**src/rtl/cap_pkg.sv**
```systemverilog
package cap_pkg;

  typedef enum logic [1:0] {
    SZ_BYTE = 2'd0,
    SZ_HALF = 2'd1,
    SZ_WORD = 2'd2,
    SZ_RSVD = 2'd3
  } io_size_e;

  typedef enum logic [1:0] {
    K_NONE = 2'd0,
    K_LATCH = 2'd1,
    K_WINDOW = 2'd2
  } acc_kind_e;

  typedef enum logic {
    ST_IDLE = 1'b0,
    ST_WAIT = 1'b1
  } fsm_e;

  function automatic logic [31:0] width_mask(io_size_e sz);
    case (sz)
      SZ_BYTE: width_mask = 32'h0000_00FF;
      SZ_HALF: width_mask = 32'h0000_FFFF;
      default: width_mask = 32'hFFFF_FFFF;
    endcase
  endfunction

endpackage

```
**src/rtl/cap_decode.sv**
```systemverilog
module cap_decode
  import cap_pkg::*;
#(
  parameter int unsigned IO_AW = 16,
  parameter logic [IO_AW-1:0] LATCH_PORT = 16'h0CF8,
  parameter logic [IO_AW-1:0] WINDOW_PORT = 16'h0CFC
) (
  input  logic [IO_AW-1:0] io_addr,
  input  logic [1:0]       io_size,
  output acc_kind_e        kind,
  output logic [1:0]       lane,
  output logic [3:0]       be,
  output logic [31:0]      wmask
);

  io_size_e   sz;
  logic       at_latch;
  logic       in_window;
  logic       fits;
  logic [3:0] base_be;

  assign sz        = io_size_e'(io_size);
  assign lane      = io_addr[1:0];
  assign at_latch  = (io_addr == LATCH_PORT);
  assign in_window = (io_addr[IO_AW-1:2] == WINDOW_PORT[IO_AW-1:2]);
  assign wmask     = width_mask(sz);
  assign be        = base_be << lane;

  always_comb begin
    case (sz)
      SZ_BYTE: begin base_be = 4'b0001; fits = 1'b1;            end
      SZ_HALF: begin base_be = 4'b0011; fits = (lane != 2'd3);  end
      SZ_WORD: begin base_be = 4'b1111; fits = (lane == 2'd0);  end
      default: begin base_be = 4'b0000; fits = 1'b0;            end
    endcase
  end

  always_comb begin
    if (at_latch && (sz == SZ_WORD))  kind = K_LATCH;
    else if (in_window && fits)       kind = K_WINDOW;
    else                              kind = K_NONE;
  end

endmodule

```
**src/rtl/cap_hdr_rom.sv**
```systemverilog
module cap_hdr_rom #(
  parameter logic [15:0] VENDOR_ID  = 16'h8086,
  parameter logic [15:0] DEVICE_ID  = 16'h1237,
  parameter logic [7:0]  REVISION   = 8'h02,
  parameter logic [7:0]  SUB_CLASS  = 8'h00,
  parameter logic [7:0]  BASE_CLASS = 8'h06,
  parameter logic [7:0]  HDR_TYPE   = 8'h00
) (
  input  logic [5:0]  dw_idx,
  output logic [31:0] dword
);

  always_comb begin
    case (dw_idx)
      6'd0:    dword = {DEVICE_ID, VENDOR_ID};
      6'd2:    dword = {BASE_CLASS, SUB_CLASS, 8'h00, REVISION};
      6'd3:    dword = {8'h00, HDR_TYPE, 16'h0000};
      default: dword = 32'h0000_0000;
    endcase
  end

endmodule

```
**src/rtl/cap_wait_timer.sv**
```systemverilog
module cap_wait_timer #(
  parameter int unsigned LIMIT = 16
) (
  input  logic clk,
  input  logic rst_n,
  input  logic clr,
  input  logic step,
  output logic expired
);

  localparam int unsigned CW = (LIMIT > 2) ? $clog2(LIMIT) : 1;

  logic [CW-1:0] cnt_q;
  logic [CW-1:0] cnt_d;

  assign expired = (cnt_q == CW'(LIMIT - 1));

  always_comb begin
    cnt_d = cnt_q;
    if (clr)       cnt_d = '0;
    else if (step) cnt_d = cnt_q + 1'b1;
  end

  always_ff @(posedge clk or negedge rst_n) begin
    if (!rst_n) cnt_q <= '0;
    else        cnt_q <= cnt_d;
  end

endmodule

```
**src/rtl/cfg_access_port.sv**
```systemverilog
module cfg_access_port
  import cap_pkg::*;
#(
  parameter int unsigned IO_AW = 16,
  parameter logic [IO_AW-1:0] LATCH_PORT = 16'h0CF8,
  parameter logic [IO_AW-1:0] WINDOW_PORT = 16'h0CFC,
  parameter int unsigned TIMEOUT = 16
) (
  input  logic             clk,
  input  logic             rst_n,
  input  logic             io_req,
  input  logic [IO_AW-1:0] io_addr,
  input  logic [1:0]       io_size,
  input  logic             io_wr,
  input  logic [31:0]      io_wdata,
  output logic             io_ack,
  output logic             io_claim,
  output logic [31:0]      io_rdata,
  output logic             fab_req,
  output logic [23:0]      fab_addr,
  output logic [3:0]       fab_be,
  output logic             fab_wr,
  output logic [31:0]      fab_wdata,
  input  logic             fab_rsp,
  input  logic [31:0]      fab_rdata
);

  acc_kind_e   kind;
  logic [1:0]  lane;
  logic [3:0]  be;
  logic [31:0] wmask;

  logic [31:0] latch_q;
  fsm_e        state_q, state_d;
  logic        ack_q, ack_d;
  logic        claim_q, claim_d;
  logic [31:0] rdata_q, rdata_d;
  logic        freq_q, freq_d;
  logic [23:0] faddr_q;
  logic [3:0]  fbe_q;
  logic        fwr_q;
  logic [31:0] fwdata_q;
  logic [1:0]  lane_q;
  logic [31:0] mask_q;

  logic        latch_we;
  logic        launch;
  logic        busy;
  logic        tmr_step;
  logic        tmr_exp;
  logic        local_tgt;
  logic [31:0] hdr_dw;

  cap_decode #(
    .IO_AW(IO_AW), .LATCH_PORT(LATCH_PORT), .WINDOW_PORT(WINDOW_PORT)
  ) u_dec (
    .io_addr(io_addr), .io_size(io_size), .kind(kind),
    .lane(lane), .be(be), .wmask(wmask)
  );

  cap_hdr_rom u_hdr (
    .dw_idx(latch_q[7:2]), .dword(hdr_dw)
  );

  cap_wait_timer #(.LIMIT(TIMEOUT)) u_tmr (
    .clk(clk), .rst_n(rst_n), .clr(launch), .step(tmr_step), .expired(tmr_exp)
  );

  assign busy      = (state_q == ST_WAIT);
  assign local_tgt = (latch_q[23:8] == 16'h0000);
  assign tmr_step  = busy && !fab_rsp && !tmr_exp;

  // Next-state logic
  always_comb begin
    state_d  = state_q;
    ack_d    = 1'b0;
    claim_d  = 1'b0;
    rdata_d  = 32'h0;
    freq_d   = 1'b0;
    latch_we = 1'b0;
    launch   = 1'b0;
    case (state_q)
      ST_IDLE: begin
        if (io_req) begin
          case (kind)
            K_LATCH: begin
              ack_d   = 1'b1;
              claim_d = 1'b1;
              if (io_wr) latch_we = 1'b1;
              else       rdata_d  = latch_q;
            end
            K_WINDOW: begin
              if (!latch_q[31]) begin
                ack_d   = 1'b1;
                claim_d = 1'b1;
                if (!io_wr) rdata_d = wmask;
              end else if (local_tgt) begin
                ack_d   = 1'b1;
                claim_d = 1'b1;
                if (!io_wr) rdata_d = (hdr_dw >> {lane, 3'b000}) & wmask;
              end else begin
                launch  = 1'b1;
                freq_d  = 1'b1;
                state_d = ST_WAIT;
              end
            end
            default: begin
              ack_d   = 1'b1;
              rdata_d = 32'hFFFF_FFFF;
            end
          endcase
        end
      end
      default: begin
        if (fab_rsp) begin
          ack_d   = 1'b1;
          claim_d = 1'b1;
          if (!fwr_q) rdata_d = (fab_rdata >> {lane_q, 3'b000}) & mask_q;
          state_d = ST_IDLE;
        end else if (tmr_exp) begin
          ack_d   = 1'b1;
          claim_d = 1'b1;
          if (!fwr_q) rdata_d = mask_q;
          state_d = ST_IDLE;
        end
      end
    endcase
  end

  // Control and response registers
  always_ff @(posedge clk or negedge rst_n) begin
    if (!rst_n) begin
      state_q <= ST_IDLE;
      ack_q   <= 1'b0;
      claim_q <= 1'b0;
      rdata_q <= 32'h0;
      freq_q  <= 1'b0;
    end else begin
      state_q <= state_d;
      ack_q   <= ack_d;
      claim_q <= claim_d;
      rdata_q <= rdata_d;
      freq_q  <= freq_d;
    end
  end

  // Address latch with write enable
  always_ff @(posedge clk or negedge rst_n) begin
    if (!rst_n)        latch_q <= 32'h0;
    else if (latch_we) latch_q <= io_wdata;
  end

  // Fabric request capture, enabled on launch
  always_ff @(posedge clk or negedge rst_n) begin
    if (!rst_n) begin
      faddr_q  <= 24'h0;
      fbe_q    <= 4'h0;
      fwr_q    <= 1'b0;
      fwdata_q <= 32'h0;
      lane_q   <= 2'd0;
      mask_q   <= 32'h0;
    end else if (launch) begin
      faddr_q  <= {latch_q[23:2], 2'b00};
      fbe_q    <= be;
      fwr_q    <= io_wr;
      fwdata_q <= (io_wdata & wmask) << {lane, 3'b000};
      lane_q   <= lane;
      mask_q   <= wmask;
    end
  end

  assign io_ack    = ack_q;
  assign io_claim  = claim_q;
  assign io_rdata  = rdata_q;
  assign fab_req   = freq_q;
  assign fab_addr  = faddr_q;
  assign fab_be    = fbe_q;
  assign fab_wr    = fwr_q;
  assign fab_wdata = fwdata_q;

endmodule

```
**config.mk**
```make
export PLATFORM = sky130hd
export DESIGN_NAME = cfg_access_port
export DESIGN_NICKNAME = d
export VERILOG_FILES = /design/src/rtl/cap_pkg.sv /design/src/rtl/cap_decode.sv /design/src/rtl/cap_hdr_rom.sv /design/src/rtl/cap_wait_timer.sv /design/src/rtl/cfg_access_port.sv
export SDC_FILE = /design/constraint.sdc
export NUM_CORES = 1
export LEC_CHECK = 0
export ABC_AREA = 1
export ABC_CLOCK_PERIOD_IN_PS = 1900
export CORE_MARGIN = 2
export CORE_UTILIZATION = 45
export CTS_CLUSTER_SIZE = 25
export DETAILED_ROUTE_END_ITERATION = 7
export DONT_BUFFER_PORTS = 1
export PLACE_DENSITY = 0.67
export SKIP_CTS_REPAIR_TIMING = 1
export SLEW_MARGIN = 30
export SYNTH_ARGS = -nofsm -noshare
export SYNTH_HDL_FRONTEND = slang
export SYNTH_SLANG_ARGS = --single-unit
export TNS_END_PERCENT = 10
```
**constraint.sdc**
```tcl
create_clock -name clk -period 1.9 [get_ports clk]
set_input_delay 0.19 -clock clk [delete_from_list [all_inputs] [get_ports clk]]
set_output_delay 0.19 -clock clk [all_outputs]
set_load 0.02 [all_outputs]
```
==> out/qor.csv, run 1 <==
stage,metric,value,unit
status,status,"complete, but fails checks",
status,failed_checks,hold timing,
die,rows,47,
synth,netlist_top_cells_area,"dfrtp_1 46%, nand2_1 16%, nor2_1 6.4%",
routing,drt-initial-drc-count,692,
setup_path,reg2reg_depth,11,
die,core-area,16400,um^2
setup_path,path_buf_inv,2,
synth,avgSynthCellArea,7.24,um^2
synth,ys_ff_latch,136,
routing,first_pass_iters,5,
setup_path,cp.required,2210,ps
timing,finalHoldViolations,137,
layout,areaGrowthSynthToFinish,17.9,%
setup_path,cp.arrival,2090,ps
clock_network,cts_buffers,17,
routing,drc_errors,0,
layout,drive_gt1_share,8.94,%
routing,wl_per_cell,18.9,um
placement,io_buffer_count,0,
timing,fmax,563,MHz
setup_path,max_stage_delay,390,ps
power,p_sw,1.63,mW
timing,clock_skew,11.8,ps
setup_path,timing.rr.end,fab_wdata[24]$_DFFE_PN0P_,
synth,async_flop_share,100,%
timing,setup-violations-final,0,
routing,wl,24700,um
global_routing,grt_pass1_wl,36900,um
die,ios,183,
synth,ys_seq_area_share,45.5,%
power,peakVddDrop,0.628,mV
layout,num-fill-cells,1640,
timing,fin_crit,1780,ps
timing,relSlewSlack,61.6,%
timing,grt_setup_unrepaired,no,
timing,maxSlewViolCount,0,
global_routing,grt_max_degree,137,
global_routing,antenna_found_initial,0,
global_routing,grtUsageTotal,27.3,%
synth,ys_types,33,
setup_path,rrSetupSlack,120,ps
synth,synth_top_cells_by_count,"313 x nand2_1, 136 x dfrtp_1, 127 x nor2_1, 87 x a21oi_1, 76 x inv_1",
synth,synth-edff-count,0,
power,combPwrFrac,6.1,%
global_routing,gr-total-overflow,0,
setup_path,cp-start-kind,register,
clock_network,cts_max_path_buffers,2,
power,total_leakage_power,4.47,nW
hold_path,holdCritPathClass,primary input to asynchronous set/reset pin,
setup_path,path_cells,nor2_2 -> nand2_1 -> nor2_1 -> nand2_1 -> nand2_1 -> nor2_4 -> nand2_4 -> inv_8 -> buf_12 -> nor2_1 -> a21oi_1,
power,p_int,5.35,mW
placement,hpwl,17700,um
power,swShare,23.4,%
layout,num_antenna_cells,0,
clock_network,clk_pin_slew_worst_paths,70,ps
clock_network,cts-htree-levels,4,
synth,yosys.area.top_type_share,45.5,%
synth,synthesis.area,7480,um^2
timing,worst_pin_slew,574,ps
power,p_per_area,792,nW/um^2
timing,whs,-546,ps
routing,viasPerCell,5.45,
clock_network,cts_root_buf,clkbuf_16,
layout,layout.cells.non_filler,1305,
routing,antenna_left,0,
synth,yosysWarnings,0,
flow_run,cap_violations,0,
clock_network,cts_tree,built,
placement,dp_cells,1237,
global_routing,grt_pass1_vias,6594,
routing,vias,7107,
setup_path,endpoint_kind,register,
clock_network,cts_sinks,136,
synth,syn_inst,1032,
die,start_util,45.6,%
power,p_clk_share,51.0,%
die,die_w,133,um
placement,gp_congestion,0.916,
synth,synth_area_leader_cell,dfrtp_1,
synth,synthFlopType,dfrtp_1,
setup_path,critPathKind,register to register,
die,dieArea,17700,um^2
setup_path,critPathMostFrequentCell,nand2_1,
clock_network,clkLatencyLatePin,440,ps
setup_path,r2r-start,latch_q[20]$_DFFE_PN0P_,
setup_path,critPathSlowestCell,dfrtp_1,
synth,synth.most_common_cell,nand2_1,
setup_path,cpLargestDelayFamily,simple AND/OR/NAND/NOR gates,
timing,fin_crit_sh,93.5,%
power,power_frac_seq,43.0,%
setup_path,path_max_fanout,43,
die,die_h,133,um
layout,layout.nets,1165,
[logic make-up after synthesis]
group / after synthesis / synth area share (%)
compound gates: 197 / 13.6
flops: 136 / 45.5
simple gates: 548 / 30.5
fa+ha+maj: 5 / 0.837
mux: 4 / 0.536
buf+inv: 139 / 8.74
xor+xnor: 2 / 0.234
other cells: 1 / 0.0502
[stage by stage]
step           setup TNS (ps)  instance area, um^2  power, mW  worst slack, ps  util [%]
2_1_floorplan               0                 7480       3.29              380         -
5_1_grt                     0                 8820       7.17             9.59      53.7
3_5_place_dp             -337                 7790       3.39            -37.0      47.5
3_3_place_gp            -4.80                 7790       3.39            -4.80      47.5
6_report                    0                 8820       6.98              124      53.7
4_1_cts                     0                 8420       6.93             14.4      51.3
[layer usage]
layer / vias to the layer above / track usage (%) / wire length (um)
li1: 3405 / - / -
met3: 44 / 7.78 / 2510
met1: 3302 / 37.3 / 10500
met5: - / 0 / 0
met2: 356 / 41.4 / 11000
met4: 0 / 10.5 / 641
[cell type report]
type / instances / area [um^2] / share of cell area (%)
multi-input combinational: 758 / 3430 / 38.9
sequential: 136 / 3400 / 38.6
timing repair buffer: 80 / 771 / 8.74
clock buffer: 19 / 453 / 5.14
inverter: 80 / 308 / 3.49
tap: 220 / 275 / 3.12
clock inverter: 12 / 175 / 1.99
[power by group through the flow]
stage	Clock (mW)	Combinational [mW]	Sequential, mW
floorplan	0	0.248	3.05
global placement	0	0.335	3.05
detailed placement	0	0.336	3.05
CTS	3.59	0.338	3.00
global route	3.70	0.465	3.00
finish	3.56	0.424	3.00
[placed cells by master, fill, tap and decap left out, types with 4 or more instances in the layout]
| cell | instances |
|---|---|
| o21ai_0 | 66 |
| a31oi_1 | 6 |
| nand4_1 | 12 |
| a21oi_1 | 87 |
| or2_2 | 7 |
| buf_12 | 5 |
| nand3_1 | 71 |
| o21ai_1 | 30 |
| clkbuf_16 | 18 |
| nor3_1 | 5 |
| mux2i_1 | 4 |
| nand2_1 | 313 |
| dfrtp_1 | 136 |
| buf_4 | 38 |
| nor2_1 | 126 |
| inv_1 | 76 |
| bufinv_16 | 4 |
| o211ai_1 | 5 |
| ha_1 | 5 |
| dlygate4sd3_1 | 36 |
[worst max path at each step]
stage | from | end | slack (ps) | depth (start not counted)
floorplan | latch_q[20]$_DFFE_PN0P_ | fab_be[2]$_DFFE_PN0P_ | 380 | 11
global placement | io_size[0] | fab_addr[19]$_DFFE_PN0P_ | -5 | 11
detailed placement | io_size[0] | fab_addr[17]$_DFFE_PN0P_ | -40 | 11
CTS | latch_q[21]$_DFFE_PN0P_ | fab_addr[19]$_DFFE_PN0P_ | 10 | 11
global route | latch_q[22]$_DFFE_PN0P_ | fab_wdata[25]$_DFFE_PN0P_ | 10 | 11
finish | latch_q[20]$_DFFE_PN0P_ | fab_wdata[24]$_DFFE_PN0P_ | 120 | 11
[registers in the layout, summed over array words and instances (netlist names)]
signal	count
fab_wdata	32
io_rdata	32
latch_q	32
fab_addr	22
fab_be	4
u_tmr.cnt_q	4
mask_q	3
lane_q	2
busy	1
fab_req	1
fab_wr	1
io_ack	1
io_claim	1
No activity file was read; power rests on OpenSTA's default activity.
==> inputs of run 2 (changes only) <==
Settings changed: PLACE_DENSITY 0.67 to 0.71.
==> run 2 against run 1 <==
The run still ends with hold timing left. Count of clock-buffer cells in the layout rose by 1. Clock power fell by 5%. Clock skew rose by 2.1 ps. Largest power group unchanged. Worst hold slack got worse by 6.6 ps. Sequential power barely moved. Power fell by 2.4%. Register-to-register slack improved by 60 ps. Sequential share of layout area rose by 0.10 points. Flip-flop and latch count did not move. Combinational power rose by 2%. Critical path depth did not move. Critical path type unchanged. Wire length rose by 2.0%.
==> out/qor.csv, run 2 (synthesis results as in run 1) <==
stage,metric,value,unit,change
status,status,"complete, but fails checks",,
status,failed_checks,hold timing,,
clock_network,cts_root_buf,clkbuf_16,,
die,dieArea,17700,um^2,unchanged
timing,fin_crit,1720,ps,-56.1 ps
clock_network,cts-htree-levels,4,,unchanged
clock_network,cts_tree,built,,
timing,finalHoldViolations,136,,-0.73%
routing,first_pass_iters,6,,+1
layout,num-fill-cells,1578,,-3.8%
routing,wl,25200,um,+2.0%
setup_path,cp.required,2250,ps,+40 ps
global_routing,gr-total-overflow,0,,unchanged
setup_path,path_cells,nor2_1 -> nand2_1 -> nor2_2 -> nand2_2 -> nand2_2 -> nor2_4 -> nand2_4 -> inv_6 -> buf_12 -> nor2_1 -> a21oi_1,,
setup_path,r2r-start,latch_q[16]$_DFFE_PN0P_,,
timing,worst_pin_slew,635,ps,+60.9 ps
timing,clock_skew,13.8,ps,+2.06 ps
setup_path,timing.rr.end,fab_wdata[1]$_DFFE_PN0P_,,
routing,drt-initial-drc-count,652,,-5.8%
placement,gp_congestion,0.934,,+2.0%
clock_network,clkLatencyLatePin,430,ps,about the same
global_routing,antenna_found_initial,1,,+1
timing,setup-violations-final,0,,unchanged
timing,fin_crit_sh,90.5,%,-3.0 points
die,start_util,45.6,%,unchanged
die,die_w,133,um,unchanged
setup_path,startpoint,latch_q[16]$_DFFE_PN0P_,,
power,swShare,24.5,%,+1.1 points
global_routing,grt_pass1_wl,36700,um,-0.48%
power,total_power,6.82,mW,-2.4%
clock_network,cts_buffers,17,,unchanged
setup_path,critPathSlowestCell,dfrtp_2,,
die,rows,47,,unchanged
setup_path,max_stage_delay,410,ps,+20 ps
power,p_clk_share,49.6,%,-1.4 points
power,peakVddDrop,0.634,mV,+0.94%
timing,fmax,581,MHz,+3.3%
layout,final_common_cell,nand2_1,,
die,core-area,16400,um^2,unchanged
setup_path,path_max_fanout,35,,-19%
routing,vias,7168,,+0.86%
setup_path,cp-start-kind,register,,
placement,hpwl,17900,um,+0.92%
timing,tns,0,ps,unchanged
setup_path,reg2reg_depth,11,,unchanged
power,p_int,5.15,mW,-3.7%
global_routing,grt_max_degree,137,,unchanged
layout,drive_gt1_share,9.58,%,+0.64 points
clock_network,clk_pin_slew_worst_paths,60,ps,about the same
timing,grt_setup_unrepaired,no,,
setup_path,critPathKind,register to register,,
timing,whs,-553,ps,-6.61 ps
layout,layout.nets,1165,,unchanged
power,p_per_area,775,nW/um^2,-2.1%
power,power_frac_seq,44.0,%,+1.0 points
power,combPwrFrac,6.3,%,+0.2 points
routing,wl_per_cell,19.3,um,+1.9%
die,ios,183,,unchanged
timing,relSlewSlack,57.6,%,-4.1 points
power,p_sw,1.67,mW,+2.1%
layout,final_cell_mix,"311 x nand2_1, 135 x dfrtp_1, 123 x nor2_1",,
layout,areaGrowthSynthToFinish,17.7,%,
setup_path,endpoint_kind,register,,
clock_network,cts_max_path_buffers,2,,unchanged
global_routing,grtUsageTotal,27.3,%,about the same
die,die_h,133,um,unchanged
hold_path,holdCritPathClass,primary input to asynchronous set/reset pin,,
clock_network,cts_sinks,136,,unchanged
power,total_leakage_power,4.46,nW,-0.36%
setup_path,cp.arrival,2070,ps,-20 ps
setup_path,rrSetupSlack,180,ps,+60 ps
routing,viasPerCell,5.48,,+0.70%
routing,antenna_left,0,,unchanged
routing,drc_errors,0,,unchanged
placement,io_buffer_count,0,,unchanged
flow_run,cap_violations,0,,unchanged
global_routing,grt_pass1_vias,6412,,-2.8%
timing,maxSlewViolCount,0,,unchanged
-- run 2: metrics by stage --
step                cell area [um^2]  setup WS, ps  hold slack, ps  std cells  utilization (%)
floorplan                       7480           380            -106       1033                -
global placement                7780           106            -101       1237             47.4
detailed placement              7780          73.7            -101       1237             47.4
CTS                             8380          38.2            -561       1269             51.1
global route                    8800          7.25            -566       1307             53.6
finish                          8800           180            -553       1307             53.6
-- run 2: worst max path at each step --
stage                                            to  depth (start not counted)
final                      fab_wdata[1]$_DFFE_PN0P_                         11
after global routing         io_rdata[10]$_DFF_PN0_                          7
after CTS                 fab_wdata[18]$_DFFE_PN0P_                         11
after detailed placement   fab_wdata[0]$_DFFE_PN0P_                         11
after global placement        io_rdata[2]$_DFF_PN0_                         10
after floorplan               fab_be[2]$_DFFE_PN0P_                         11
-- run 2: power by group through the flow --
stage	Clock, mW	Sequential [mW]	Combinational [mW]
final	3.38	3.00	0.432
after global routing	3.56	3.00	0.467
after CTS	3.42	3.00	0.342
after detailed placement	0	3.05	0.338
after global placement	0	3.05	0.337
after floorplan	0	3.05	0.248
-- run 2: cell type report --
class | count | area (um^2) | share of cell area, %
multi-input combinational | 758 | 3440 | 39.1
inverter | 80 | 305 | 3.47
clock inverter | 12 | 140 | 1.59
sequential | 136 | 3400 | 38.7
clock buffer | 20 | 467 | 5.31
timing repair buffer | 80 | 758 | 8.62
tap | 220 | 275 | 3.13
antenna | 1 | 2.50 | 0.0284
-- run 2: routing by layer --
layer,wire [um],track usage (%),part of all wire [%]
met1,10700,36.9,42
met4,521,9.32,2.1
met5,0,0,0
met2,11600,42.3,46
met3,2410,7.82,9.6
-- run 2: worst max-delay path: cells and delay by family, from the launching register on --
family / cells / cell delay (ps)
AND/OR/NAND/NOR: 8 / 690
flip-flops: 1 / 410
buffers and inverters: 2 / 370
AO/OA/AOI/OAI: 1 / 140
==> inputs of run 3 (changes only) <==
Settings changed: SYNTH_HIERARCHICAL set to 1.
==> run 3 against run 2 <==
Critical endpoint is now io_rdata[7]$_DFF_PN0_. Global-route usage fell by 2.3 points. Clock skew up 2.1 ps. The run still ends with hold timing left. Cell area increased by 26%.
==> out/qor.csv, run 3 <==
stage,metric,value,unit,change
routing,antenna_left,0,,unchanged
global_routing,gr-total-overflow,0,,unchanged
placement,pre_cts_slack,-260,ps,-334 ps
layout,fin_util,50.8,%,-2.8 points
synth,synth_top_cells_by_count,"629 x nand2_1, 165 x dfrtp_1, 91 x nand3_1, 84 x inv_1, 78 x nor2_1",,
setup_path,cp.arrival,2140,ps,+70 ps
clock_network,clkLatencyLatePin,440,ps,about the same
timing,fmax,561,MHz,-3.4%
synth,yosys.area_share.simple,35.1,%,+4.6 points
synth,synthesis.area,10000,um^2,+34%
layout,num-fill-cells,2130,,+35%
timing,setup_ws,118,ps,-61.4 ps
routing,vias,9157,,+28%
hold_path,holdCritPathClass,primary input to asynchronous set/reset pin,,
synth,ys_seq_area_share,41.3,%,-4.2 points
die,rows,54,,+15%
timing,relSlewSlack,36.8,%,-21 points
timing,setup-violations-final,0,,unchanged
placement,gp_congestion,0.925,,-0.91%
status,status,"complete, but fails checks",,
setup_path,path_max_fanout,10,,-71%
status,failed_checks,hold timing,,
setup_path,reg2reg_depth,13,,+2
setup_path,cp-start-kind,register,,
setup_path,path_depth,13,,+2
placement,placed_area,10100,um^2,+30%
timing,finalHoldViolations,169,,+24%
setup_path,path_cells,nor2_1 -> nand2_1 -> nor2_1 -> buf_6 -> buf_4 -> nand2_1 -> nand2_1 -> nand2_1 -> nand3_1 -> nand3_1 -> nand2_1 -> nand2_1 -> nand2_1,,
synth,ys_ff_latch,165,,+21%
die,die_w,153,um,+15%
die,start_util,45.8,%,+0.24 points
power,total_power,7.58,mW,+11%
global_routing,grt_pass1_vias,8104,,+26%
setup_path,critPathMostFrequentCell,nand2_1,,
synth,synth_compound_area_share,6.73,%,-6.9 points
die,die_h,153,um,+15%
synth,async_flop_share,100,%,unchanged
routing,wl,30900,um,+23%
timing,maxSlewViolCount,0,,unchanged
synth,ys_types,33,,unchanged
die,dieArea,23400,um^2,+33%
setup_path,endpoint_kind,register,,
clock_network,cts_buffers,17,,unchanged
global_routing,grtUsageTotal,25.0,%,-2.3 points
power,peakVddDrop,0.440,mV,-31%
synth,synth-edff-count,0,,unchanged
synth,synthFlopType,dfrtp_1,,
routing,drc_errors,0,,unchanged
die,ios,183,,unchanged
layout,final_cell_mix,"629 x nand2_1, 164 x dfrtp_1, 91 x nand3_1",,
die,core-area,21800,um^2,+33%
synth,netlist_top_cells_area,"dfrtp_1 41%, nand2_1 24%, buf_4 5.0%",,
synth,synth_fa_ha_area_share,0.876,%,+0.039 points
synth,yosys.area.top_type_share,41.3,%,-4.2 points
global_routing,grt_max_degree,166,,+21%
routing,drt-initial-drc-count,1353,,+110%
synth,synth_area_leader_cell,dfrtp_1,,
timing,fin_crit_sh,93.8,%,+3.2 points
synth,synth.most_common_cell,nand2_1,,
setup_path,cp.required,2260,ps,about the same
timing,fin_crit,1780,ps,+61.4 ps
clock_network,clk_pin_slew_worst_paths,70,ps,about the same
setup_path,path_buf_inv,2,,unchanged
synth,yosysWarnings,6,,+6
synth,synth_mux_area_share,3.49,%,+3.0 points
layout,layout.nets,1507,,+29%
clock_network,cts_max_path_buffers,2,,unchanged
global_routing,grt_pass1_wl,46000,um,+25%
timing,whs,-546,ps,+7.03 ps
power,p_per_area,684,nW/um^2,-12%
timing,worst_pin_slew,946,ps,+311 ps
routing,first_pass_iters,6,,unchanged
power,total_leakage_power,5.84,nW,+31%
placement,hpwl,21200,um,+19%
synth,synth_xor_area_share,0,%,-0.23 points
clock_network,cts-htree-levels,4,,unchanged
synth,synth_top_family_by_area,simple AND/OR/NAND/NOR gates,,
layout,areaGrowthSynthToFinish,10.9,%,
setup_path,critPathKind,register to register,,
setup_path,max_stage_delay,440,ps,+30 ps
synth,syn_inst,1429,,+38%
flow_run,cap_violations,0,,unchanged
clock_network,cts_sinks,165,,+21%
timing,clock_skew,15.9,ps,+2.07 ps
placement,io_buffer_count,0,,unchanged
layout,final_common_cell,nand2_1,,
clock_network,cts_root_buf,clkbuf_16,,
layout,drive_gt1_share,8.98,%,-0.59 points
layout,final_area,11100,um^2,+26%
clock_network,cts_tree,built,,
timing,grt_setup_unrepaired,yes,,
routing,viasPerCell,5.36,,-2.2%
setup_path,critPathSlowestCell,dfrtp_1,,
synth,avgSynthCellArea,6.99,um^2,-3.4%
global_routing,antenna_found_initial,3,,+2
routing,wl_per_cell,18.1,um,-6.2%
setup_path,cpLargestDelayFamily,simple AND/OR/NAND/NOR gates,,
## run 3: metal layers
metal | global-route usage [%] | share of wire, % | vias to the layer above
met5 | 0 | 0.042 | -
met4 | 8.25 | 3.0 | 2
met3 | 7.60 | 9.5 | 49
met2 | 38.6 | 46 | 454
met1 | 33.7 | 42 | 4275
li1 | - | - | 4377
## run 3: logic make-up after synthesis
kind of cell,after synthesis
buffers and inverters,237
muxes,31
and+or+nand+nor,860
DFF,165
other,3
AOI/OAI and AO/OA,126
adders and majority gates,7
## run 3: per-stage QoR
step / setup TNS (ps) / instances / hold WS [ps]
global placement: -8330 / 1634 / -98.9
floorplan: -3.48 / 1456 / -106
detailed placement: -13770 / 1634 / -98.9
finish: 0 / 1707 / -546
global route: -87.8 / 1707 / -562
CTS: 0 / 1665 / -561
## run 3: layout make-up
type / instances / area [um^2] / area share (%)
Antenna cell: 2 / 5.00 / 0.0452
Clock buffer: 18 / 439 / 3.96
Clock inverter: 13 / 126 / 1.14
Inverter: 90 / 338 / 3.05
Multi-Input combinational cell: 1054 / 4750 / 42.9
Sequential cell: 165 / 4130 / 37.3
Tap cell: 280 / 350 / 3.16
Timing Repair Buffer: 85 / 938 / 8.47
## run 3: power by group
group	switching [mW]	internal (mW)	total, mW
combinational	0.359	0.203	0.562
clock	1.54	1.85	3.39
sequential	0.0736	3.55	3.63
total	1.97	5.61	7.58
## run 3: path summary, 6_finish.rpt
check                                  startpoint                     end  slack (ps)
min                                         rst_n   io_rdata[8]$_DFF_PN0_        -550
max reg2reg                latch_q[4]$_DFFE_PN0P_   io_rdata[7]$_DFF_PN0_         120
max in group asynchronous                   rst_n  latch_q[2]$_DFFE_PN0P_        2200
min reg2reg                mask_q[22]$_DFFE_PN0P_  mask_q[22]$_DFFE_PN0P_         480
max                        latch_q[4]$_DFFE_PN0P_   io_rdata[7]$_DFF_PN0_         120
min in group clk                          fab_rsp  io_rdata[24]$_DFF_PN0_         -20
